[src/rtl/alu_pkg.sv]
package alu_pkg;

  localparam int OPC_W = 6;
  localparam int FN_W  = 6;

  // primary opcodes
  localparam logic [OPC_W-1:0] OPC_REG   = 6'd0;
  localparam logic [OPC_W-1:0] OPC_ADDI  = 6'd8;
  localparam logic [OPC_W-1:0] OPC_ADDIU = 6'd9;
  localparam logic [OPC_W-1:0] OPC_SLTI  = 6'd10;
  localparam logic [OPC_W-1:0] OPC_ANDI  = 6'd12;
  localparam logic [OPC_W-1:0] OPC_ORI   = 6'd13;
  localparam logic [OPC_W-1:0] OPC_XORI  = 6'd14;
  localparam logic [OPC_W-1:0] OPC_LUI   = 6'd15;

  // function codes of the register form
  localparam logic [FN_W-1:0] FN_SLL  = 6'd0;
  localparam logic [FN_W-1:0] FN_SRL  = 6'd2;
  localparam logic [FN_W-1:0] FN_SRA  = 6'd3;
  localparam logic [FN_W-1:0] FN_SLLV = 6'd4;
  localparam logic [FN_W-1:0] FN_SRLV = 6'd6;
  localparam logic [FN_W-1:0] FN_SRAV = 6'd7;
  localparam logic [FN_W-1:0] FN_ADD  = 6'd32;
  localparam logic [FN_W-1:0] FN_ADDU = 6'd33;
  localparam logic [FN_W-1:0] FN_SUB  = 6'd34;
  localparam logic [FN_W-1:0] FN_SUBU = 6'd35;
  localparam logic [FN_W-1:0] FN_AND  = 6'd36;
  localparam logic [FN_W-1:0] FN_OR   = 6'd37;
  localparam logic [FN_W-1:0] FN_XOR  = 6'd38;
  localparam logic [FN_W-1:0] FN_NOR  = 6'd39;
  localparam logic [FN_W-1:0] FN_SLT  = 6'd42;

  typedef enum logic [3:0] {
    K_NONE, K_ADD, K_SUB, K_AND, K_OR, K_XOR, K_NOR,
    K_SLT, K_LUI, K_SLL, K_SRL, K_SRA
  } alu_kind_e;

  typedef struct packed {
    alu_kind_e kind;
    logic      use_imm;   // second operand from the immediate
    logic      imm_sext;  // sign- rather than zero-extend it
    logic      var_shift; // shift count from src_a
    logic      trap_ovf;  // report signed overflow
    logic      illegal;
  } alu_ctl_t;

endpackage

[src/rtl/alu_decode.sv]
module alu_decode
  import alu_pkg::*;
(
  input  logic [OPC_W-1:0] opc_i,
  input  logic [FN_W-1:0]  fn_i,
  output alu_ctl_t         ctl_o
);

  always_comb begin
    ctl_o = '0;
    ctl_o.kind = K_NONE;
    unique case (opc_i)
      OPC_REG: begin
        unique case (fn_i)
          FN_SLL:  ctl_o.kind = K_SLL;
          FN_SRL:  ctl_o.kind = K_SRL;
          FN_SRA:  ctl_o.kind = K_SRA;
          FN_SLLV: begin ctl_o.kind = K_SLL; ctl_o.var_shift = 1'b1; end
          FN_SRLV: begin ctl_o.kind = K_SRL; ctl_o.var_shift = 1'b1; end
          FN_SRAV: begin ctl_o.kind = K_SRA; ctl_o.var_shift = 1'b1; end
          FN_ADD:  begin ctl_o.kind = K_ADD; ctl_o.trap_ovf = 1'b1; end
          FN_ADDU: ctl_o.kind = K_ADD;
          FN_SUB:  begin ctl_o.kind = K_SUB; ctl_o.trap_ovf = 1'b1; end
          FN_SUBU: ctl_o.kind = K_SUB;
          FN_AND:  ctl_o.kind = K_AND;
          FN_OR:   ctl_o.kind = K_OR;
          FN_XOR:  ctl_o.kind = K_XOR;
          FN_NOR:  ctl_o.kind = K_NOR;
          FN_SLT:  ctl_o.kind = K_SLT;
          default: ctl_o.illegal = 1'b1;
        endcase
      end
      OPC_ADDI: begin
        ctl_o.kind = K_ADD; ctl_o.use_imm = 1'b1;
        ctl_o.imm_sext = 1'b1; ctl_o.trap_ovf = 1'b1;
      end
      OPC_ADDIU: begin
        ctl_o.kind = K_ADD; ctl_o.use_imm = 1'b1; ctl_o.imm_sext = 1'b1;
      end
      OPC_SLTI: begin
        ctl_o.kind = K_SLT; ctl_o.use_imm = 1'b1; ctl_o.imm_sext = 1'b1;
      end
      OPC_ANDI: begin ctl_o.kind = K_AND; ctl_o.use_imm = 1'b1; end
      OPC_ORI:  begin ctl_o.kind = K_OR;  ctl_o.use_imm = 1'b1; end
      OPC_XORI: begin ctl_o.kind = K_XOR; ctl_o.use_imm = 1'b1; end
      OPC_LUI:  ctl_o.kind = K_LUI;
      default:  ctl_o.illegal = 1'b1;
    endcase
  end

endmodule

[src/rtl/alu_opnd.sv]
module alu_opnd
  import alu_pkg::*;
#(
  parameter int XLEN = 32,
  localparam int IMM_W = XLEN / 2
) (
  input  logic [XLEN-1:0]  src_b_i,
  input  logic [IMM_W-1:0] imm_i,
  input  alu_ctl_t         ctl_i,
  output logic [XLEN-1:0]  opb_o
);

  logic [XLEN-1:0] imm_ext;

  always_comb begin
    if (ctl_i.imm_sext)
      imm_ext = {{(XLEN-IMM_W){imm_i[IMM_W-1]}}, imm_i};
    else
      imm_ext = {{(XLEN-IMM_W){1'b0}}, imm_i};
    opb_o = ctl_i.use_imm ? imm_ext : src_b_i;
  end

endmodule

[src/rtl/alu_shift.sv]
module alu_shift
  import alu_pkg::*;
#(
  parameter int XLEN = 32,
  localparam int SH_W = $clog2(XLEN)
) (
  input  logic [XLEN-1:0] data_i,
  input  logic [SH_W-1:0] cnt_i,
  input  alu_kind_e       kind_i,
  output logic [XLEN-1:0] out_o
);

  always_comb begin
    unique case (kind_i)
      K_SLL:   out_o = data_i << cnt_i;
      K_SRA:   out_o = $unsigned($signed(data_i) >>> cnt_i);
      default: out_o = data_i >> cnt_i;
    endcase
  end

endmodule

[src/rtl/alu_arith.sv]
module alu_arith
  import alu_pkg::*;
#(
  parameter int XLEN = 32
) (
  input  logic [XLEN-1:0] a_i,
  input  logic [XLEN-1:0] b_i,
  input  alu_kind_e       kind_i,
  input  logic            trap_ovf_i,
  output logic [XLEN-1:0] out_o,
  output logic            ovf_o
);

  localparam int MSB = XLEN - 1;

  logic            is_sub;
  logic [XLEN-1:0] b_eff;
  logic [XLEN-1:0] sum;
  logic            slt;

  always_comb begin
    is_sub = (kind_i == K_SUB);
    b_eff  = is_sub ? ~b_i : b_i;
    sum    = a_i + b_eff + {{(XLEN-1){1'b0}}, is_sub};
    slt    = ($signed(a_i) < $signed(b_i));
    unique case (kind_i)
      K_ADD, K_SUB: out_o = sum;
      K_AND:        out_o = a_i & b_i;
      K_OR:         out_o = a_i | b_i;
      K_XOR:        out_o = a_i ^ b_i;
      K_NOR:        out_o = ~(a_i | b_i);
      K_SLT:        out_o = {{(XLEN-1){1'b0}}, slt};
      default:      out_o = '0;
    endcase
    // operands of equal effective sign whose sum flips sign
    ovf_o = trap_ovf_i && (kind_i == K_ADD || kind_i == K_SUB)
            && (a_i[MSB] == b_eff[MSB]) && (sum[MSB] != a_i[MSB]);
  end

endmodule

[src/rtl/int_alu.sv]
module int_alu
  import alu_pkg::*;
#(
  parameter int XLEN = 32,
  localparam int IMM_W = XLEN / 2,
  localparam int SH_W  = $clog2(XLEN)
) (
  input  logic [5:0]       opc_i,
  input  logic [5:0]       fn_i,
  input  logic [SH_W-1:0]  shamt_i,
  input  logic [XLEN-1:0]  src_a_i,
  input  logic [XLEN-1:0]  src_b_i,
  input  logic [IMM_W-1:0] imm_i,
  output logic [XLEN-1:0]  result_o,
  output logic             ovf_o,
  output logic             illegal_o
);

  alu_ctl_t        ctl;
  logic [XLEN-1:0] opb;
  logic [SH_W-1:0] sh_cnt;
  logic [XLEN-1:0] sh_out;
  logic [XLEN-1:0] ar_out;
  logic            ar_ovf;

  alu_decode u_dec (.opc_i(opc_i), .fn_i(fn_i), .ctl_o(ctl));

  alu_opnd #(.XLEN(XLEN)) u_opnd (
    .src_b_i(src_b_i), .imm_i(imm_i), .ctl_i(ctl), .opb_o(opb)
  );

  assign sh_cnt = ctl.var_shift ? src_a_i[SH_W-1:0] : shamt_i;

  alu_shift #(.XLEN(XLEN)) u_shift (
    .data_i(src_b_i), .cnt_i(sh_cnt), .kind_i(ctl.kind), .out_o(sh_out)
  );

  alu_arith #(.XLEN(XLEN)) u_arith (
    .a_i(src_a_i), .b_i(opb), .kind_i(ctl.kind), .trap_ovf_i(ctl.trap_ovf),
    .out_o(ar_out), .ovf_o(ar_ovf)
  );

  always_comb begin
    unique case (ctl.kind)
      K_SLL, K_SRL, K_SRA: result_o = sh_out;
      K_LUI:               result_o = {imm_i, {(XLEN-IMM_W){1'b0}}};
      K_NONE:              result_o = '0;
      default:             result_o = ar_out;
    endcase
    ovf_o     = ar_ovf;
    illegal_o = ctl.illegal;
  end

endmodule

[config.mk]
export PLATFORM = sky130hd
export DESIGN_NAME = int_alu
export DESIGN_NICKNAME = d
export VERILOG_FILES = /design/src/rtl/alu_pkg.sv /design/src/rtl/alu_decode.sv /design/src/rtl/alu_opnd.sv /design/src/rtl/alu_shift.sv /design/src/rtl/alu_arith.sv /design/src/rtl/int_alu.sv
export SDC_FILE = /design/constraint.sdc
export NUM_CORES = 1
export LEC_CHECK = 0
export ABC_AREA = 1
export BUFFER_PORTS_ARGS = -buffer_cell sky130_fd_sc_hd__buf_2
export CORE_UTILIZATION = 44
export DETAILED_ROUTE_END_ITERATION = 7
export PLACE_DENSITY = 0.66
export SLEW_MARGIN = 20
export SYNTH_ARGS = -nofsm -noshare
export SYNTH_HDL_FRONTEND = slang
export SYNTH_SLANG_ARGS = --single-unit
export TNS_END_PERCENT = 1
[constraint.sdc]
create_clock -name vclk -period 3.05
set_input_delay 0 -clock vclk [all_inputs]
set_output_delay 0 -clock vclk [all_outputs]
set_load 0.01 [all_outputs]
Yosys cells after proc, flatten, opt, wreduce, memory -nomap -nowiden --
Index checks and enable logic that the tools add are counted.
Cells by class: bitwise gates (word level) 5, order comparisons 1, add/subtract/negate cells 2, reduce and logical (&&, ||, !) cells 21, muxes and demuxes 17, equality and inequality tests 34, div/mod/pow operators 0, shifts and indexed selects 3, $mul 0
Operators with widths (number):
- $pmux W32 S6 | 1
- $mux W32 | 3
- $pmux W32 S3 | 1
- $not A32 Y32 | 2
- $pmux W32 S2 | 1
- $eq A6 B6 Y1 const B | 9
- $eq A6 B4 Y1 const B | 7
- $pmux W4 S10 | 1
- $add A32 B1 Y32 | 1
- $add A32 B32 Y32 | 1
- $and A32 B32 Y32 | 1
- $lt A32 B32 Y1 | 1
- $or A32 B32 Y32 | 1
- $shl A32 B5 Y32 | 1
- $shr A32 B5 Y32 | 1
- $sshr A32 B5 Y32 | 1
- $xor A32 B32 Y32 | 1
- $pmux W4 S7 | 1
- $eq A6 B3 Y1 const B | 3
- $eq A4 B3 Y1 const B | 4
- $eq A4 B4 Y1 const B | 4
- $reduce_or A2 Y1 | 8
- $reduce_or A15 Y1 | 1
- $eq A6 B2 Y1 const B | 2
- 14 further kinds | 26
Word-level totals: bits in registers 0, input port bits 97, latch bits 0, memory bits (writable) 0, output and inout bits 34, logic and storage cells 83, memories kept 0, ROM bits 0

Logic depth before layout (Yosys ltp) --
Gate-level depths: netlist of run 1.
depth in word-level cells 11, gate-level depth with buffers 26, depth with buffers taken out 25

Cells and area by module --
A second synthesis of run 1 with hierarchy kept.
Unflattened totals: cells, all modules 1915, area total of the unflattened synthesis 10162.2 um^2
By module, submodules not included:
- alu_arith | cells an instance 800, times used 1, seq. area each 0.0 um^2, area an instance 4931.0 um^2
- alu_shift | cells an instance 785, times used 1, seq. area each 0.0 um^2, area an instance 3744.8 um^2
- int_alu | cells an instance 166, times used 1, seq. area each 0.0 um^2, area an instance 752.0 um^2
- alu_opnd | cells an instance 88, times used 1, seq. area each 0.0 um^2, area an instance 371.6 um^2
- alu_decode | cells an instance 76, times used 1, seq. area each 0.0 um^2, area an instance 362.8 um^2

Worst setup path before layout of run 1 --
OpenSTA, ideal clock, no wires.
path type in2out, start point input port opc_i[5], end point output port result_o[30], data arrival time 3.184 ns, path buffers 2, stages on the path 25, setup slack -0.134 ns, cells stage by stage nor2_2 > nand2_4 > nor2_8 > inv_2 > or2_1 > buf_6 > nand2_8 > nor2_2 > nand3_2 > buf_2 > xor2_1 > ha_1 > a21oi_1 > o21ai_0 > a21oi_1 > o21bai_1 > inv_1 > o21ai_0 > nand2_1 > nand2_1 > nand4_1 > nand2_1 > nand2_1 > a31oi_1 > nand3_1
Between the ends: word-level cells in the longest chain between the ends 11, elaborated cells between the ends (all ways) 46, those cells by class add/sub: 2; eq/ne: 18; shift: 3; mux: 11; bitwise: 5; reduce/logical: 7
RTL lines:
- start: declaration | line int_alu.sv:8 | input logic [5:0] opc_i,
- parallel branches: the longest is 10 deep, another holds $add A32 B32 Y32
- $pmux W32 S3 * | line int_alu.sv:44 | unique case (ctl.kind)
- end: declaration | line int_alu.sv:14 | output logic [XLEN-1:0] result_o,
Every way passes the cells marked *.

Final worst setup path of run 1 --
start point input port opc_i[5], end point output port result_o[21]
Same word-level chain as after synthesis.

==> results of run 1 <==
area by class of cell:
type	instances	area [um2]	area share, %
Multi-Input combinational cell	1563	9730	67.1
Tap cell	280	350	2.42
Antenna cell	1	2.50	0.0173
Timing Repair Buffer	466	3540	24.4
Inverter	230	878	6.06
worst min-delay path, cell delays in order:
cell and delay [ns]:
buf_2 0.10, nand2_1 0.05, nand3_1 0.08, buf_2 0.13
metal layers:
metal	up-vias	GRT usage [%]	share of wire [%]
met2	827	66.5	44
met4	0	16.6	5.1
met3	139	5.03	9.9
met1	6958	55.9	41
met5	-	0	0
li1	7013	-	-
logic make-up after synthesis:
family / Yosys count / share of synthesized area [%]
buffers and inverters: 320 / 13.1
adder cells (fa/ha/maj): 130 / 16.4
XOR/XNOR: 38 / 3.33
AO/OA/AOI/OAI: 437 / 25.5
AND/OR/NAND/NOR: 951 / 41.0
multiplexers: 7 / 0.701
per-stage QoR:
| stage | cell area [um2] | cells | hold slack [ns] | utilization, % |
|---|---|---|---|---|
| 2_1_floorplan | 10000 | 1883 | 0.145 | - |
| 3_3_place_gp | 12900 | 2490 | 0.352 | 58.7 |
| 3_5_place_dp | 12900 | 2490 | 0.357 | 58.7 |
| 4_1_cts | 13400 | 2508 | 0.358 | 60.6 |
| 5_1_grt | 14500 | 2539 | 0.373 | 65.8 |
| 6_report | 14500 | 2540 | 0.358 | 65.8 |
Yosys cell counts, types with 3 or more instances:
| cell | number | area, um2 |
|---|---|---|
| nor2_2 | 6 | 37.5 |
| or2_2 | 3 | 18.8 |
| inv_2 | 11 | 41.3 |
| o22ai_1 | 3 | 18.8 |
| nor2_8 | 5 | 100 |
| xor2_1 | 34 | 298 |
| buf_2 | 30 | 150 |
| a21oi_1 | 131 | 656 |
| a22oi_1 | 9 | 67.6 |
| a21o_1 | 8 | 60.1 |
| xnor2_1 | 4 | 35.0 |
| nand2_1 | 586 | 2200 |
| buf_6 | 5 | 56.3 |
| o21ai_2 | 5 | 43.8 |
| o21ai_1 | 66 | 330 |
| o21ai_0 | 114 | 571 |
| o2111ai_1 | 4 | 35.0 |
| nor3_1 | 15 | 75.1 |
| or2_1 | 8 | 50.1 |
| buf_4 | 7 | 52.6 |
| a211oi_1 | 18 | 135 |
| nor4_1 | 6 | 37.5 |
| ha_1 | 129 | 1610 |
| a221oi_1 | 7 | 61.3 |
| o211ai_1 | 37 | 278 |
| mux2i_1 | 7 | 70.1 |
| o2bb2ai_1 | 4 | 35.0 |
| a31oi_1 | 6 | 37.5 |
| clkbuf_1 | 40 | 150 |
| o21a_1 | 3 | 22.5 |
| inv_4 | 3 | 18.8 |
| buf_1 | 7 | 26.3 |
| a21boi_1 | 4 | 30.0 |
| nand4_1 | 16 | 100 |
| nor2_1 | 93 | 349 |
| inv_1 | 215 | 807 |
| nand3_1 | 199 | 996 |
| nand2_2 | 4 | 25.0 |
worst paths after layout:
path	from	end	slack, ns	depth (start not counted)
setup / recovery	opc_i[5]	result_o[21]	-0.37	26
hold / removal	imm_i[14]	result_o[30]	0.36	4
timing repair:
action                     4_1_cts  5_1_grt
buffers inserted                17       32
cloned                           1        1
pin swaps                       22      113
setup endpoints to repair       28       32
resized for setup               79      243
==> results.md, run 1 <==
* Final setup viols at 27
* Crit path buffers/inverters at 7
* Mapped Nets at 2,110
* Core box area at 22,000 um2
* Crit-path leading delay family: simple AND/OR/NAND/NOR gates
* Most common cell after layout, fill and taps aside: nand2_1
* Fin nets at 2,488
* Fin crit share at 112%
* Crit end category: primary output
* CP max stage delay at 0.25 ns
* Peak fanout along the critical path at 6
* Synthesis-to-finish area growth at 45.1%
* Routed Antenna Nets at 0
* Seq Cell Count at 0
* All-Layer GR Usage at between 40 and 50%
* Routed wire per std cell at 20.2 um
* # clk buffers at 0
* Worst slew pin tran at about 0.7 ns
* Failing checks: negative setup slack
* Die area at 23,300 um2
* First-pass GRT wire length at 75.9 mm
* Data required, critical path at a little over 3 ns
* CP arrival at 3.42 ns
* Pre-CTS setup slack at -0.684 ns
* Cells after Synth at 1,883
* YS warnings at 0
* I/O pin total at 131
* Final period demand of the worst path at approximately 3.4 ns
* Avg Inst Size Synth at 5.31 um2
* DP Wirelength at 40.1 mm
* Register area at 0 um2
* Yosys cell types at 60
* GRT overflow at 0
* MaxCap Viol Count at 0
* Fin. max-slew vios at 0
* Die height at 153 um
* Final hold violations at 0
* Number of global-route vias before repair at around 14,000
* Filler cells at 2,063
* Slowest-stage cell, CP: or2_4
* Starting density of the core at 45.4%
* # DRC at 0
* Worst Hold Class: in2out
* Post-DR vias/cell at 5.88
* First-pass iteration count of the detailed router at 8
* Final GP Congestion at 1.08
* Share of cells above drive strength 1 at about a third
* Leading cell types in the layout, fill and taps excluded: nand2_1 (548), buf_4 (307), inv_1 (198), nand3_1 (181), ha_1 (122)
* IO Port Bufs at 131
* Worst setup margin at -0.366 ns
* Largest net degree at the start of global routing at 74
* Routed Wire Length at 51.2 mm
* Iteration-0 DRC Markers at 1,668
* Std-Cell Rows at 54
* Critical path class: in2out
* Max_slew headroom at a little over half
* Die W at 153 um
* RSZ-0062 raised after global routing: true
* Total negative setup slack at -5.65 ns
* Hold buffers post-CTS at 0
* Run status: complete, but fails checks
* Netlist area before placement at 9990 um2
* Post-synthesis sequential area ratio at 0%
* Fmax at 293 MHz
* Worst setup SP type: input port
* Antenna violations before repair at 0
* Routed vias at about 15,000
==> run 2: changes to the inputs <==
--- a/config.mk
+++ b/config.mk
@@ -10,6 +10,7 @@
 export CORE_UTILIZATION = 44
 export DETAILED_ROUTE_END_ITERATION = 7
 export PLACE_DENSITY = 0.66
+export SETUP_SLACK_MARGIN = 0.3
 export SLEW_MARGIN = 20
 export SYNTH_ARGS = -nofsm -noshare
 export SYNTH_HDL_FRONTEND = slang
==> run 2 against run 1 <==
  * The flow finishes with violations (design-rule violations, negative setup slack)
  * Final area decreased by 5.3%
  * Non-clock buffer count fell by 42
  * Via count decreased by 3.8%
  * Sequential share of layout area is the same
  * Count of clock-buffer cells in the layout unchanged
  * Fmax barely moved
  * Worst hold slack worse by 0.022 ns
  * Final cell count shrank 1.7%
  * Routed wire length shrank 4.5%
  * Critical path type unchanged
==> results.md, run 2 (synthesis gave the netlist of run 1 again) <==
* IO Port Bufs at 131
* Seq Cell Count at 0
* Antenna violations before repair at 1
* Filler cells at 2,277
* Final setup viols at 26
* RSZ-0062 raised after global routing: true
* Number of global-route vias before repair at about 13,000
* MaxCap Viol Count at 0
* Synthesis-to-finish area growth at 37.5%
* Hold_ws at ~0.34 ns
* Fmax at 293 MHz
* Routed Wire Length at 49.0 mm
* Crit end category: primary output
* Worst vdd ir at around 0.00010 V
* Peak fanout along the critical path at 8
* Final GP Congestion at approximately 1.0
* Post-DR vias/cell at 5.75
* Fin util at 62.4%
* Failing checks: design-rule violations, negative setup slack
* CP arrival at 3.42 ns
* Fin nets at roughly 2,400
* # DRC at 1
* Die area at 23,300 um2
* Worst Hold Class: in2out
* Iteration-0 DRC Markers at ~1,400
* LEAKAGE at about 0.0074 uW
* Fin crit share at 112%
* Critical path class: in2out
* Data required, critical path at 3.05 ns
* Core box area at 22,000 um2
* Leading cell types in the layout, fill and taps excluded: nand2_1 (557), buf_4 (278), inv_1 (209), nand3_1 (186), ha_1 (127)
* Worst setup SP type: input port
* Share of cells above drive strength 1 at roughly 27%
* Worst setup margin at -0.368 ns
* First-pass GRT wire length at 75.6 mm
* Most common cell after layout, fill and taps aside: nand2_1
* Largest net degree at the start of global routing at 76
* # diodes at 0
* Std-Cell Rows at between 50 and 60
* Cell area power density at 186 nW/um2
* Max_slew headroom at 54.5%
* Final hold violations at 0
* All-Layer GR Usage at 41.3%
* Die W at about 150 um
* Routed wire per std cell at between 15 and 20 um
* Total negative setup slack at -5.40 ns
* Worst slew pin tran at 0.681 ns
* Routed Antenna Nets at 0
* Starting density of the core at 45.4%
* GRT overflow at 0
* Fin. max-slew vios at 0
* Routed vias at 14,369
* Register area at 0 um2
* Final period demand of the worst path at 3.42 ns
* DP Wirelength at 40.1 mm
* Die height at 153 um
* I/O pin total at 131
* Run status: complete, but fails checks
* First-pass iteration count of the detailed router at 7
* # clk buffers at 0
==> run 2: worst max-delay path: stages <==
cell	delay (ns)
buf_6	0.09
nor2_4	0.16
nand2_4	0.09
nor2_8	0.09
inv_2	0.05
or2_4	0.26
nand2_8	0.09
nor2_4	0.05
nand3_4	0.13
buf_12	0.16
buf_12	0.14
xor2_1	0.17
ha_1	0.28
buf_4	0.17
nand2_4	0.07
buf_4	0.12
o21ai_2	0.07
a21oi_2	0.19
nand3_2	0.16
nand3_1	0.12
nand2_2	0.08
a21oi_2	0.16
xor2_1	0.19
a21oi_2	0.09
nand3_1	0.09
buf_2	0.14
==> run 2: final timing paths <==
check	slack, ns	cells after the start	startpoint	endpoint
worst min-delay path	0.34	4	imm_i[14]	result_o[30]
worst max-delay path	-0.37	26	opc_i[4]	result_o[28]
==> run 2: final cells by class <==
| type | instances | area (um2) | area share [%] |
|---|---|---|---|
| Tap cell | 280 | 350 | 2.55 |
| Multi-Input combinational cell | 1563 | 9390 | 68.3 |
| Inverter | 230 | 883 | 6.43 |
| Timing Repair Buffer | 424 | 3120 | 22.7 |
==> run 2: per-stage QoR <==
step	std cells	power [uW]	cell area, um2	setup WS (ns)
after floorplan	1883	1230	10000	0.0704
after global placement	2479	2250	12900	-0.750
after detailed placement	2479	2270	12900	-0.824
after CTS	2491	2400	13400	-0.297
after global routing	2497	2780	13700	-0.564
final	2497	2550	13700	-0.368
==> run 2: power by group <==
| part | leakage [uW] | switching, uW | internal, uW | total (uW) |
|---|---|---|---|---|
| Combinational | 0.00735 | 1500 | 1060 | 2550 |
| Sequential | 0 | 0 | 0 | 0 |
| Clock | 0 | 0 | 0 | 0 |
| Total | 0.00735 | 1500 | 1060 | 2550 |
==> run 2: repair_timing <==
action	CTS	global route
hold buffers	0	0
resized for setup	126	76
setup endpoints to repair	33	33
setup buffers	11	6
pin swaps	41	35
gates cloned	1	0
==> run 2: layer usage <==
metal	vias to the layer above	track usage, %	share of wire [%]
met1	6634	55.1	43
met2	660	65.6	43
li1	6943	-	-
met3	130	5.75	8.7
met4	2	19.2	5.5
met5	-	0	0.027
(Power assumes the default switching activity.)
